<file path="config.mk">
export PLATFORM = sky130hd
export DESIGN_NAME = drive_short_guard
export DESIGN_NICKNAME = d
export VERILOG_FILES = /design/src/rtl/dsg_pkg.sv /design/src/rtl/dsg_sync.sv /design/src/rtl/dsg_pair_cmp.sv /design/src/rtl/dsg_csr.sv /design/src/rtl/drive_short_guard.sv
export SDC_FILE = /design/constraint.sdc
export NUM_CORES = 1
export LEC_CHECK = 0
export BUFFER_PORTS_ARGS = -buffer_cell sky130_fd_sc_hd__buf_4
export CORE_MARGIN = 2
export CORE_UTILIZATION = 40
export DETAILED_ROUTE_END_ITERATION = 8
export PLACE_DENSITY = 0.76
export SLEW_MARGIN = 20
export SYNTH_ARGS = -nofsm -noshare
export SYNTH_HDL_FRONTEND = slang
export SYNTH_HIERARCHICAL = 1
export SYNTH_SLANG_ARGS = --single-unit
</file>
<file path="constraint.sdc">
create_clock -name clk -period 2.09 [get_ports clk]
set_clock_uncertainty 0.1 [all_clocks]
set_input_delay 0.418 -clock clk [delete_from_list [all_inputs] [get_ports clk]]
set_output_delay 0.418 -clock clk [all_outputs]
set_load 0.02 [all_outputs]
</file>
<file path="src/rtl/dsg_pkg.sv">
package dsg_pkg;
   localparam int unsigned CSR_W      = 16;
   localparam int unsigned FLAG_POS   = 15;
   localparam int unsigned CMP_EN_POS = 9;
   localparam int unsigned IRQ_EN_POS = 8;

   typedef struct packed {
      logic flag;
      logic cmp_en;
      logic irq_en;
   } dsg_csr_t;

   function automatic logic [CSR_W-1:0] dsg_pack(input dsg_csr_t c);
      logic [CSR_W-1:0] v;
      v             = '0;
      v[FLAG_POS]   = c.flag;
      v[CMP_EN_POS] = c.cmp_en;
      v[IRQ_EN_POS] = c.irq_en;
      return v;
   endfunction
endpackage

</file>
<file path="src/rtl/dsg_sync.sv">
module dsg_sync #(
   parameter int unsigned WIDTH  = 6,
   parameter int unsigned STAGES = 2
) (
   input  logic             clk,
   input  logic             por_n,
   input  logic             mrst_n,
   input  logic [WIDTH-1:0] d,
   output logic [WIDTH-1:0] q
);
   if (WIDTH < 1) begin : g_bad_width
      $error("dsg_sync: WIDTH must be at least 1");
   end

   if (STAGES == 0) begin : g_bypass
      assign q = d;
   end else begin : g_chain
      logic [STAGES-1:0][WIDTH-1:0] stage_q;
      always_ff @(posedge clk or negedge por_n) begin
         if (!por_n) begin
            stage_q <= '1;
         end else if (!mrst_n) begin
            stage_q <= '1;
         end else begin
            stage_q[0] <= d;
            for (int s = 1; s < int'(STAGES); s++) begin
               stage_q[s] <= stage_q[s-1];
            end
         end
      end
      assign q = stage_q[STAGES-1];
   end
endmodule

</file>
<file path="src/rtl/dsg_pair_cmp.sv">
module dsg_pair_cmp #(
   parameter int unsigned NUM_PAIRS = 3
) (
   input  logic [2*NUM_PAIRS-1:0] lvl,
   input  logic                   cmp_en,
   output logic [NUM_PAIRS-1:0]   short_vec,
   output logic                   short_any
);
   for (genvar k = 0; k < NUM_PAIRS; k++) begin : g_pair
      assign short_vec[k] = cmp_en & ~lvl[2*k] & ~lvl[2*k+1];
   end
   assign short_any = |short_vec;
endmodule

</file>
<file path="src/rtl/dsg_csr.sv">
module dsg_csr
   import dsg_pkg::*;
(
   input  logic             clk,
   input  logic             por_n,
   input  logic             sel,
   input  logic             rd,
   input  logic             wr,
   input  logic [CSR_W-1:0] wdata,
   input  logic             set_req,
   output dsg_csr_t         csr,
   output logic             armed,
   output logic [CSR_W-1:0] rdata
);
   dsg_csr_t csr_q;
   logic     armed_q;
   logic     wr_hit, rd_hit, clr_ok;
   logic     unused_wbits;

   assign wr_hit = sel & wr;
   assign rd_hit = sel & rd;
   assign clr_ok = wr_hit & ~wdata[FLAG_POS] & armed_q;
   assign unused_wbits = ^{wdata[14:10], wdata[7:0]};

   always_ff @(posedge clk or negedge por_n) begin
      if (!por_n) begin
         csr_q   <= '0;
         armed_q <= 1'b0;
      end else begin
         if (wr_hit) begin
            csr_q.cmp_en <= wdata[CMP_EN_POS];
            csr_q.irq_en <= wdata[IRQ_EN_POS];
            armed_q      <= 1'b0;
         end else if (rd_hit && csr_q.flag) begin
            armed_q <= 1'b1;
         end
         if (set_req) begin
            csr_q.flag <= 1'b1;
         end else if (clr_ok) begin
            csr_q.flag <= 1'b0;
         end
      end
   end

   assign csr   = csr_q;
   assign armed = armed_q;
   assign rdata = rd_hit ? dsg_pack(csr_q) : '0;
endmodule

</file>
<file path="src/rtl/drive_short_guard.sv">
module drive_short_guard
   import dsg_pkg::*;
#(
   parameter int unsigned NUM_PAIRS   = 3,
   parameter int unsigned SYNC_STAGES = 2,
   parameter logic [2*NUM_PAIRS-1:0] HC_MASK = '1
) (
   input  logic                   clk,
   input  logic                   por_n,
   input  logic                   mrst_n,
   input  logic                   csr_sel,
   input  logic                   csr_rd,
   input  logic                   csr_wr,
   input  logic [15:0]            csr_wdata,
   output logic [15:0]            csr_rdata,
   input  logic [2*NUM_PAIRS-1:0] drv_lvl,
   output logic [2*NUM_PAIRS-1:0] pin_hiz,
   output logic                   irq
);
   localparam int unsigned NPINS = 2 * NUM_PAIRS;

   if (NUM_PAIRS < 1) begin : g_bad_pairs
      $error("drive_short_guard: NUM_PAIRS must be at least 1");
   end
   if (CSR_W != 16) begin : g_bad_csr
      $error("drive_short_guard: register width must be 16");
   end

   logic [NPINS-1:0]     lvl_s;
   logic [NUM_PAIRS-1:0] short_vec;
   logic                 short_any;
   dsg_csr_t             csr;
   logic                 armed;
   logic                 unused_vec;

   dsg_sync #(.WIDTH(NPINS), .STAGES(SYNC_STAGES)) u_sync (
      .clk(clk), .por_n(por_n), .mrst_n(mrst_n), .d(drv_lvl), .q(lvl_s)
   );

   dsg_pair_cmp #(.NUM_PAIRS(NUM_PAIRS)) u_cmp (
      .lvl(lvl_s), .cmp_en(csr.cmp_en), .short_vec(short_vec), .short_any(short_any)
   );

   dsg_csr u_csr (
      .clk(clk), .por_n(por_n), .sel(csr_sel), .rd(csr_rd), .wr(csr_wr),
      .wdata(csr_wdata), .set_req(short_any), .csr(csr), .armed(armed),
      .rdata(csr_rdata)
   );

   assign unused_vec = ^short_vec;

   for (genvar j = 0; j < NPINS; j++) begin : g_pin
      if (HC_MASK[j]) begin : g_hc
         assign pin_hiz[j] = csr.flag;
      end else begin : g_lc
         assign pin_hiz[j] = 1'b0;
      end
   end

   assign irq = csr.flag & csr.irq_en;
endmodule

</file>
==> metrics.yaml, run 1 <==
logic_synthesis:
  synth_area_per_cell_sq_um: 11.9
  synthAdderAreaFrac: 0
  synth_xor_xnor_area_share: 0
  ys_seq_elements: 16
  synth_cell_types: 16
  synth-simple-area-share: 0.198
  yosysTopAreaCell: "dfstp_2"
  ys_warn_count: 6
  synth_top_family_by_area: "buffers and inverters"
  syn_area_sq_um: 808
  synth.top_cell.area_share: 0.390
  seq_area_frac_synth: 0.514
  synth_mux_area_frac: 0.0279
  synthCells: 68
  synthTopCellsByArea: "dfstp_2 (39%), buf_4 (22%), dfrtp_1 (12%)"
  synth-compound-area-share: 0.0186
detailed_routing:
  via_count: 446
  ant_nets: 0
  firstDrtPassIters: 3
  via_per_inst: 4.02
  routedWlPerCell_microns: 8.47
  drt_iter0_drc: 3
  wl_microns: 940
  drc: 0
power_and_ir_drop:
  p_leak_nw: 0.435
  p_per_area_nw_per_um2: 929
  vdd_ir_drop_max_uv: 540
  power_mw: 0.857
cells_and_area:
  multiInputGateArea_sq_um: 246
  final_common_cell: "buf_4"
  antennaDiodeCount: 0
  finalNetCount: 113
  fillers: 180
  stdcell_area_sq_um: 922
  area_growth_pct: 14.1
  post-route-util: 0.475
  layout-drive-gt1-share: 0.583
  final_cell_mix: "buf_4 (24), conb_1 (13), dfstp_2 (12)"
  instances_no_fill: 111
  area.sequential_sq_um: 415
sta:
  fin_crit_sh: 0.797
  fmax_mhz: 600
  hold_ws_ns: 0.227
  tns_ns: 0
  fin_ws_ns: 0.423
  finalCriticalPeriod_ns: 1.67
  hold_violations: 0
  rsz0062_at_grt: "false"
  finalSetupViolCount: 0
  slew_violations: 0
clock_network:
  cts.sinks: 16
  cts_tree: "done"
  clk_path_buf_depth: 2
  clk_latency_ns: 0.28
  postCtsSetupBuffers: 0
  path_clk_slew_ns: 0.09
  cts_buffers: 3
  cts-resized-gates: 0
  clockRootBuffer: "clkbuf_4"
  htree_levels: 1
floorplan:
  pin_count: 51
  die-area_sq_um: 2400
  core_sq_um: 1940
  start_util: 0.416
  die_h_microns: 49.0
  num_rows: 16
  die_w_microns: 49.0
hold_path:
  hold-path-cell-count: 2
  hp-class: "in -> reg"
global_route:
  grt_pass1_wl_microns: 1570
  grt_use_total: 0.0867
  overflow: 0
  antenna_found_initial: 0
  first_global_vias: 386
  grt_max_degree: 17
critical_path:
  slowest_stage: "dfrtp_1"
  critical-path-max-stage-delay_ns: 0.47
  worstRegToRegCells: 3
  end_kind: "output port"
  cp_max_fo: 9
  startpoint_type: "register"
  crit_type: "reg -> out"
  worstPathArrival_ns: 1.15
  crit_chain: "and3_2 -> buf_4"
  cp_data_required_time_ns: 1.57
flow_run:
  max-cap-violations: 0
status:
  status: "completed"
placed_design:
  place_inst: 106
  dpl_cell_area_sq_um: 876
  io_buffers: 24
  pre_cts_ws_ns: 0.679
  place_congestion: 0.618
-- sequential cells by signal, indices dropped and copies added, names as in the netlist --
signal,cells
u_csr/csr,3
u_sync/g_chain.stage_q,6
u_sync/q,6
u_csr/armed,1
-- timing repair --
action | in CTS | in global routing
endpoints found under the hold margin | 4 | 0
endpoints found under the setup margin | 0 | 0
hold buffers | 1 | 0
-- cells by family (layout without fill, tap and decap cells) --
group	after synthesis	count (layout)
other cells	1	13
flops	16	16
simple gates	22	22
buf+inv	25	29
mux	2	2
compound gates	2	2
-- synth_stat cells (all sizes together) --
library cell / n
and3: 3
nor3b: 3
mux2: 2
nand2: 1
a21o: 1
or3: 1
nand4b: 1
nand2b: 12
o21a: 1
dfstp: 12
and2: 1
conb: 1
buf: 25
dfrtp: 4
-- worst max-delay path, delay by kind of cell, from the launching register on --
family        cells  cell delay [ns]
flops             1             0.47
simple gates      1             0.25
buf+inv           1             0.15
-- power breakdown --
| part | switching (mW) | internal (mW) |
|---|---|---|
| combinational | 0.157 | 0.130 |
| clock | 0.0862 | 0.106 |
| sequential | 0.0296 | 0.348 |
| total | 0.273 | 0.584 |
-- path summary, 6_finish.rpt --
| path | slack [ns] | to | startpoint |
|---|---|---|---|
| setup / recovery | 0.42 | csr_rdata[15] | u_csr/csr[2] |
| hold / removal | 0.23 | u_sync/g_chain.stage_q[0] | drv_lvl[0] |
| setup reg to reg | 0.80 | u_csr/csr[2] | u_csr/csr[1] |
| hold reg to reg | 0.39 | u_sync/q[3] | u_sync/g_chain.stage_q[3] |
| max in group asynchronous | 1.22 | u_sync/g_chain.stage_q[3] | por_n |
| min in group asynchronous | 0.42 | u_csr/csr[1] | por_n |
-- metal layers --
layer | GRT usage | part of all wire | up-vias
met5 | 0 | 0 | -
met4 | 0.0143 | 0 | 0
met3 | 0.0552 | 0.16 | 0
met2 | 0.158 | 0.49 | 36
met1 | 0.0828 | 0.34 | 201
li1 | - | - | 209
-- layout make-up --
type / count / share of cell area
sequential: 16 / 0.450
multi-input combinational: 39 / 0.267
clock buffer: 4 / 0.0393
timing repair buffer: 25 / 0.206
tap: 27 / 0.0366
No activity file was read; power rests on OpenSTA's default activity.
==> run 2: changes to the inputs <==
ABC_AREA = 1   (was default)
PLACE_DENSITY = 0.75   (was 0.76)
clock period = 1.55 ns   (was 2.09 ns; I/O delays follow)
==> run 2 against run 1 <==
Compared with the run above: sequential share of layout area decreased by 0.94 points; die area is 2.4% higher; power rose by 18%; area after synthesis grew 2.6%; clock-buffer cell count unchanged; worst setup slack lost 0.36 ns; cell count rose by 26%; highest routed layer is now met4; final area rose by 2.4%; largest cell class unchanged; largest power group unchanged; via count is 23% higher.
==> metrics.yaml, run 2 <==
status:
  status: "completed"
detailed_routing:
  via_count: 548
  routedWlPerCell_microns: 8.09
  via_per_inst: 3.91
  drt_iter0_drc: 2
  firstDrtPassIters: 2
  wl_microns: 1130
  drc: 0
  ant_nets: 0
logic_synthesis:
  ys_warn_count: 6
  synth_area_per_cell_sq_um: 8.55
  synthCells: 97
  syn_area_sq_um: 830
sta:
  fin_crit_sh: 0.957
  finalSetupViolCount: 0
  slew_violations: 0
  tns_ns: 0
  fmax_mhz: 674
  hold_violations: 0
  rsz0062_at_grt: "false"
  finalCriticalPeriod_ns: 1.48
floorplan:
  start_util: 0.423
  die-area_sq_um: 2450
  core_sq_um: 1960
  num_rows: 16
  die_h_microns: 49.5
  pin_count: 51
  die_w_microns: 49.5
clock_network:
  clk_path_buf_depth: 2
  htree_levels: 1
  clk_latency_ns: 0.28
  cts_tree: "done"
  cts_buffers: 3
  path_clk_slew_ns: 0.08
  cts.sinks: 16
  clockRootBuffer: "clkbuf_4"
placed_design:
  place_congestion: 0.746
  dpl_cell_area_sq_um: 897
  hpwl_microns: 882
  io_buffers: 24
critical_path:
  cp_data_required_time_ns: 1.14
  critical-path-max-stage-delay_ns: 0.47
  end_kind: "output port"
  worstRegToRegCells: 5
  startpoint_type: "register"
  cp_top_family: "flip-flops"
  worstPathArrival_ns: 1.07
  slowest_stage: "dfrtp_2"
  crit_buf_inv: 2
  crit_type: "reg -> out"
  crit_cells: 3
  crit_chain: "nand3_1 -> inv_1 -> buf_4"
  cp_max_fo: 9
hold_path:
  hold-path-cell-count: 3
  hp-class: "in -> reg"
power_and_ir_drop:
  p_per_area_nw_per_um2: 1070
  p_clk_frac: 0.257
  p_comb_frac: 0.262
  vdd_ir_drop_max_uv: 612
  p_sw_frac: 0.299
  p_leak_nw: 0.577
  cell_internal_pwr_mw: 0.711
  p_sw_mw: 0.304
  seqPwrFrac: 0.481
  power_mw: 1.01
global_route:
  overflow: 0
  first_global_vias: 512
  grt_use_total: 0.110
  grt_max_degree: 17
  grt_pass1_wl_microns: 1980
  antenna_found_initial: 0
flow_run:
  max-cap-violations: 0
cells_and_area:
  fillers: 200
  finalNetCount: 142
  area_growth_pct: 13.9
  final_cell_mix: "buf_4 (24), inv_1 (23), nand2_1 (20)"
  antennaDiodeCount: 0
  stdcell_area_sq_um: 945
  final_common_cell: "buf_4"
  layout-drive-gt1-share: 0.372
  post-route-util: 0.482
## run 2: stage by stage
step | hold WS, ns | cells | setup slack (ns)
after floorplan | -0.0856 | 109 | 0.307
after global placement | 0.0694 | 135 | 0.355
after detailed placement | 0.0734 | 135 | 0.312
after CTS | 0.0917 | 140 | 0.0480
after global routing | 0.0876 | 140 | 0.00763
final | 0.104 | 140 | 0.0672
## run 2: repair_timing
item                       CTS  global route
hold endpoints to repair    16             0
setup endpoints to repair    1             0
buffers inserted             0             0
hold buffers                 1             0
gates resized for setup      1             0
## run 2: final timing paths
| check | start | endpoint | slack [ns] |
|---|---|---|---|
| worst max-delay path | u_csr/csr[2] | csr_rdata[15] | 0.07 |
| worst min-delay path | drv_lvl[4] | u_sync/g_chain.stage_q[4] | 0.10 |
| worst max register to register | u_sync/q[1] | u_csr/csr[2] | 0.55 |
| worst min register to register | u_sync/g_chain.stage_q[0] | u_sync/q[0] | 0.34 |
| max in group asynchronous | por_n | u_sync/g_chain.stage_q[1] | 0.79 |
| min in group asynchronous | por_n | u_csr/csr[1] | 0.32 |
## run 2: layout make-up
type                            count  area (sq um)  area share
Sequential cell                    16           417       0.441
Timing Repair Buffer               25           190       0.201
Multi-Input combinational cell     44           178       0.188
Inverter                           24          90.1      0.0954
Clock buffer                        4          36.3      0.0384
Tap cell                           27          33.8      0.0358
## run 2: routing by layer
| layer | wire length [microns] | GRT usage | up-vias |
|---|---|---|---|
| met4 | 19 | 0.0833 | 0 |
| met2 | 660 | 0.204 | 25 |
| met5 | 0 | 0 | - |
| met3 | 76 | 0.0364 | 2 |
| met1 | 377 | 0.0959 | 252 |
| li1 | - | - | 269 |
## run 2: worst register-to-register path, cell delays in order (launching register included)
cell and delay, ns:
dfstp_2 0.52, inv_1 0.04, nand3_1 0.08, nand3_1 0.07
inv_1 0.05, nand2_1 0.04
## run 2: power groups by stage
stage | registers (mW) | clock network (mW) | logic (mW)
finish | 0.488 | 0.261 | 0.265
global route | 0.494 | 0.298 | 0.289
CTS | 0.489 | 0.277 | 0.269
detailed placement | 0.494 | 0 | 0.265
global placement | 0.492 | 0 | 0.260
floorplan | 0.498 | 0 | 0.218
==> run 3: changes to the inputs <==
BUFFER_PORTS_ARGS = -buffer_cell sky130_fd_sc_hd__clkbuf_2   (was -buffer_cell sky130_fd_sc_hd__buf_4)
GPL_TIMING_DRIVEN = 0   (was default)
==> run 3 against run 2 <==
Compared with the run above: non-clock buffer count up 29; largest power group unchanged; power up 19%; flip-flop and latch count did not move; routed wire length increased by 22%; clock power is essentially flat; global-route usage grew 0.51 points; combinational power up 70%; register-to-register slack got worse by 0.09 ns; sequential share of layout area is 8.2 points lower; sequential power barely moved; final area increased by 23%; via count grew 14%.
==> metrics.yaml, run 3 (synthesis results as in run 2) <==
status:
  status: "completed"
critical_path:
  crit_type: "reg -> out"
  critical-path-max-stage-delay_ns: 0.46
  worstRegToRegCells: 6
  crit_chain: "buf_6 -> buf_6 -> buf_6"
  crit_top_cell: "buf_6"
  end_kind: "output port"
  cp_max_fo: 6
  rr_endpoint: "u_csr/csr[2]"
  startpoint_type: "register"
  worstPathArrival_ns: 1.11
  slowest_stage: "dfrtp_2"
  rrSetupSlack_ns: 0.46
  crit_cells: 3
  cp_data_required_time_ns: 1.14
  cp_top_family: "flip-flops"
  crit_start: "u_csr/csr[2]"
  crit_buf_inv: 3
  r2r_start: "u_sync/q[3]"
clock_network:
  cts_buffers: 3
  cts.sinks: 16
  cts_tree: "done"
  clk_latency_ns: 0.28
  path_clk_slew_ns: 0.09
  clk_path_buf_depth: 2
  clockRootBuffer: "clkbuf_4"
  htree_levels: 1
global_route:
  overflow: 0
  grt_use_met2: 0.200
  use_met3: 0.00909
  first_global_vias: 537
  grtUsageMet1: 0.121
  grt_max_degree: 17
  antenna_found_initial: 0
  grt.busiest_layer: "met2"
  grt_use_total: 0.115
  grt_pass1_wl_microns: 2130
placed_design:
  dpl_cell_area_sq_um: 1030
  hpwl_microns: 957
  pre_cts_ws_ns: 0.297
  place_congestion: 0.807
  io_buffers: 24
  place_inst: 160
cells_and_area:
  layout-drive-gt1-share: 0.500
  stdcell_area_sq_um: 1160
  instances_no_fill: 169
  finalNetCount: 171
  final_common_cell: "inv_1"
  post-route-util: 0.591
  antennaDiodeCount: 0
  area_growth_pct: 39.8
  final_cell_mix: "inv_1 (23), buf_4 (22), nand2_1 (20)"
detailed_routing:
  wl_microns: 1380
  ant_nets: 0
  routedWlPerCell_microns: 8.19
  drc: 0
  via_per_inst: 3.69
  firstDrtPassIters: 4
  drt_iter0_drc: 3
  via_count: 624
hold_path:
  hp-class: "in -> reg"
  hold-path-cell-count: 3
  worstHoldStart: "drv_lvl[5]"
  holdPathEnd: "u_sync/g_chain.stage_q[5]"
sta:
  fin_crit_sh: 0.981
  fmax_mhz: 658
  finalSetupViolCount: 0
  fin_ws_ns: 0.0299
  finalCriticalPeriod_ns: 1.52
  slew_violations: 0
  hold_ws_ns: 0.0821
  hold_violations: 0
  tns_ns: 0
floorplan:
  die-area_sq_um: 2450
  pin_count: 51
  die_w_microns: 49.5
  core_sq_um: 1960
  die_h_microns: 49.5
  start_util: 0.423
  num_rows: 16
power_and_ir_drop:
  vdd_ir_drop_max_uv: 555
  p_leak_nw: 0.724
  power_mw: 1.20
  p_per_area_nw_per_um2: 1040
flow_run:
  max-cap-violations: 0
run 3: cell types whose count changed in the layout (fill, tap and decap cells not counted), sizes merged:
cell,previous run,this run
clkbuf,4,23
buf,24,34
run 3: repair_timing:
action / 4_1_cts / 5_1_grt
endpoints found under the hold margin: 4 / 0
buffers inserted: 0 / 4
hold buffers: 1 / 0
resized for setup: 1 / 24
setup endpoints to repair: 1 / 1
run 3: routing by layer:
metal	vias up	share of wire
met2	23	0.56
met1	272	0.37
li1	327	-
met5	-	0
met4	0	0.020
met3	2	0.054
run 3: power breakdown:
group | switching (mW) | internal [mW]
sequential | 0.0250 | 0.462
clock | 0.121 | 0.143
combinational | 0.209 | 0.242
run 3: cell type report:
| cell class | count | area, sq um |
|---|---|---|
| Sequential cell | 16 | 417 |
| Inverter | 24 | 90.1 |
| Clock buffer | 4 | 36.3 |
| Buffer | 25 | 206 |
| Multi-Input combinational cell | 44 | 178 |
| Timing Repair Buffer | 29 | 199 |
| Tap cell | 27 | 33.8 |
| Fill cell | 194 | 802 |
run 3: worst reg2reg max path, cell delays in order (launching register included):
cell      delay, ns
dfstp_2        0.53
buf_4          0.09
inv_1          0.03
nand3b_1       0.07
nand3_1        0.07
inv_1          0.06
nand2_1        0.05
run 3: worst max path at each step:
| stage | end | slack [ns] |
|---|---|---|
| 2_1_floorplan | csr_rdata[15] | 0.31 |
| 3_3_place_gp | csr_rdata[15] | 0.33 |
| 3_5_place_dp | csr_rdata[15] | 0.30 |
| 4_1_cts | csr_rdata[15] | 0.05 |
| 5_1_grt | pin_hiz[4] | -0.02 |
| 6_report | pin_hiz[4] | 0.03 |
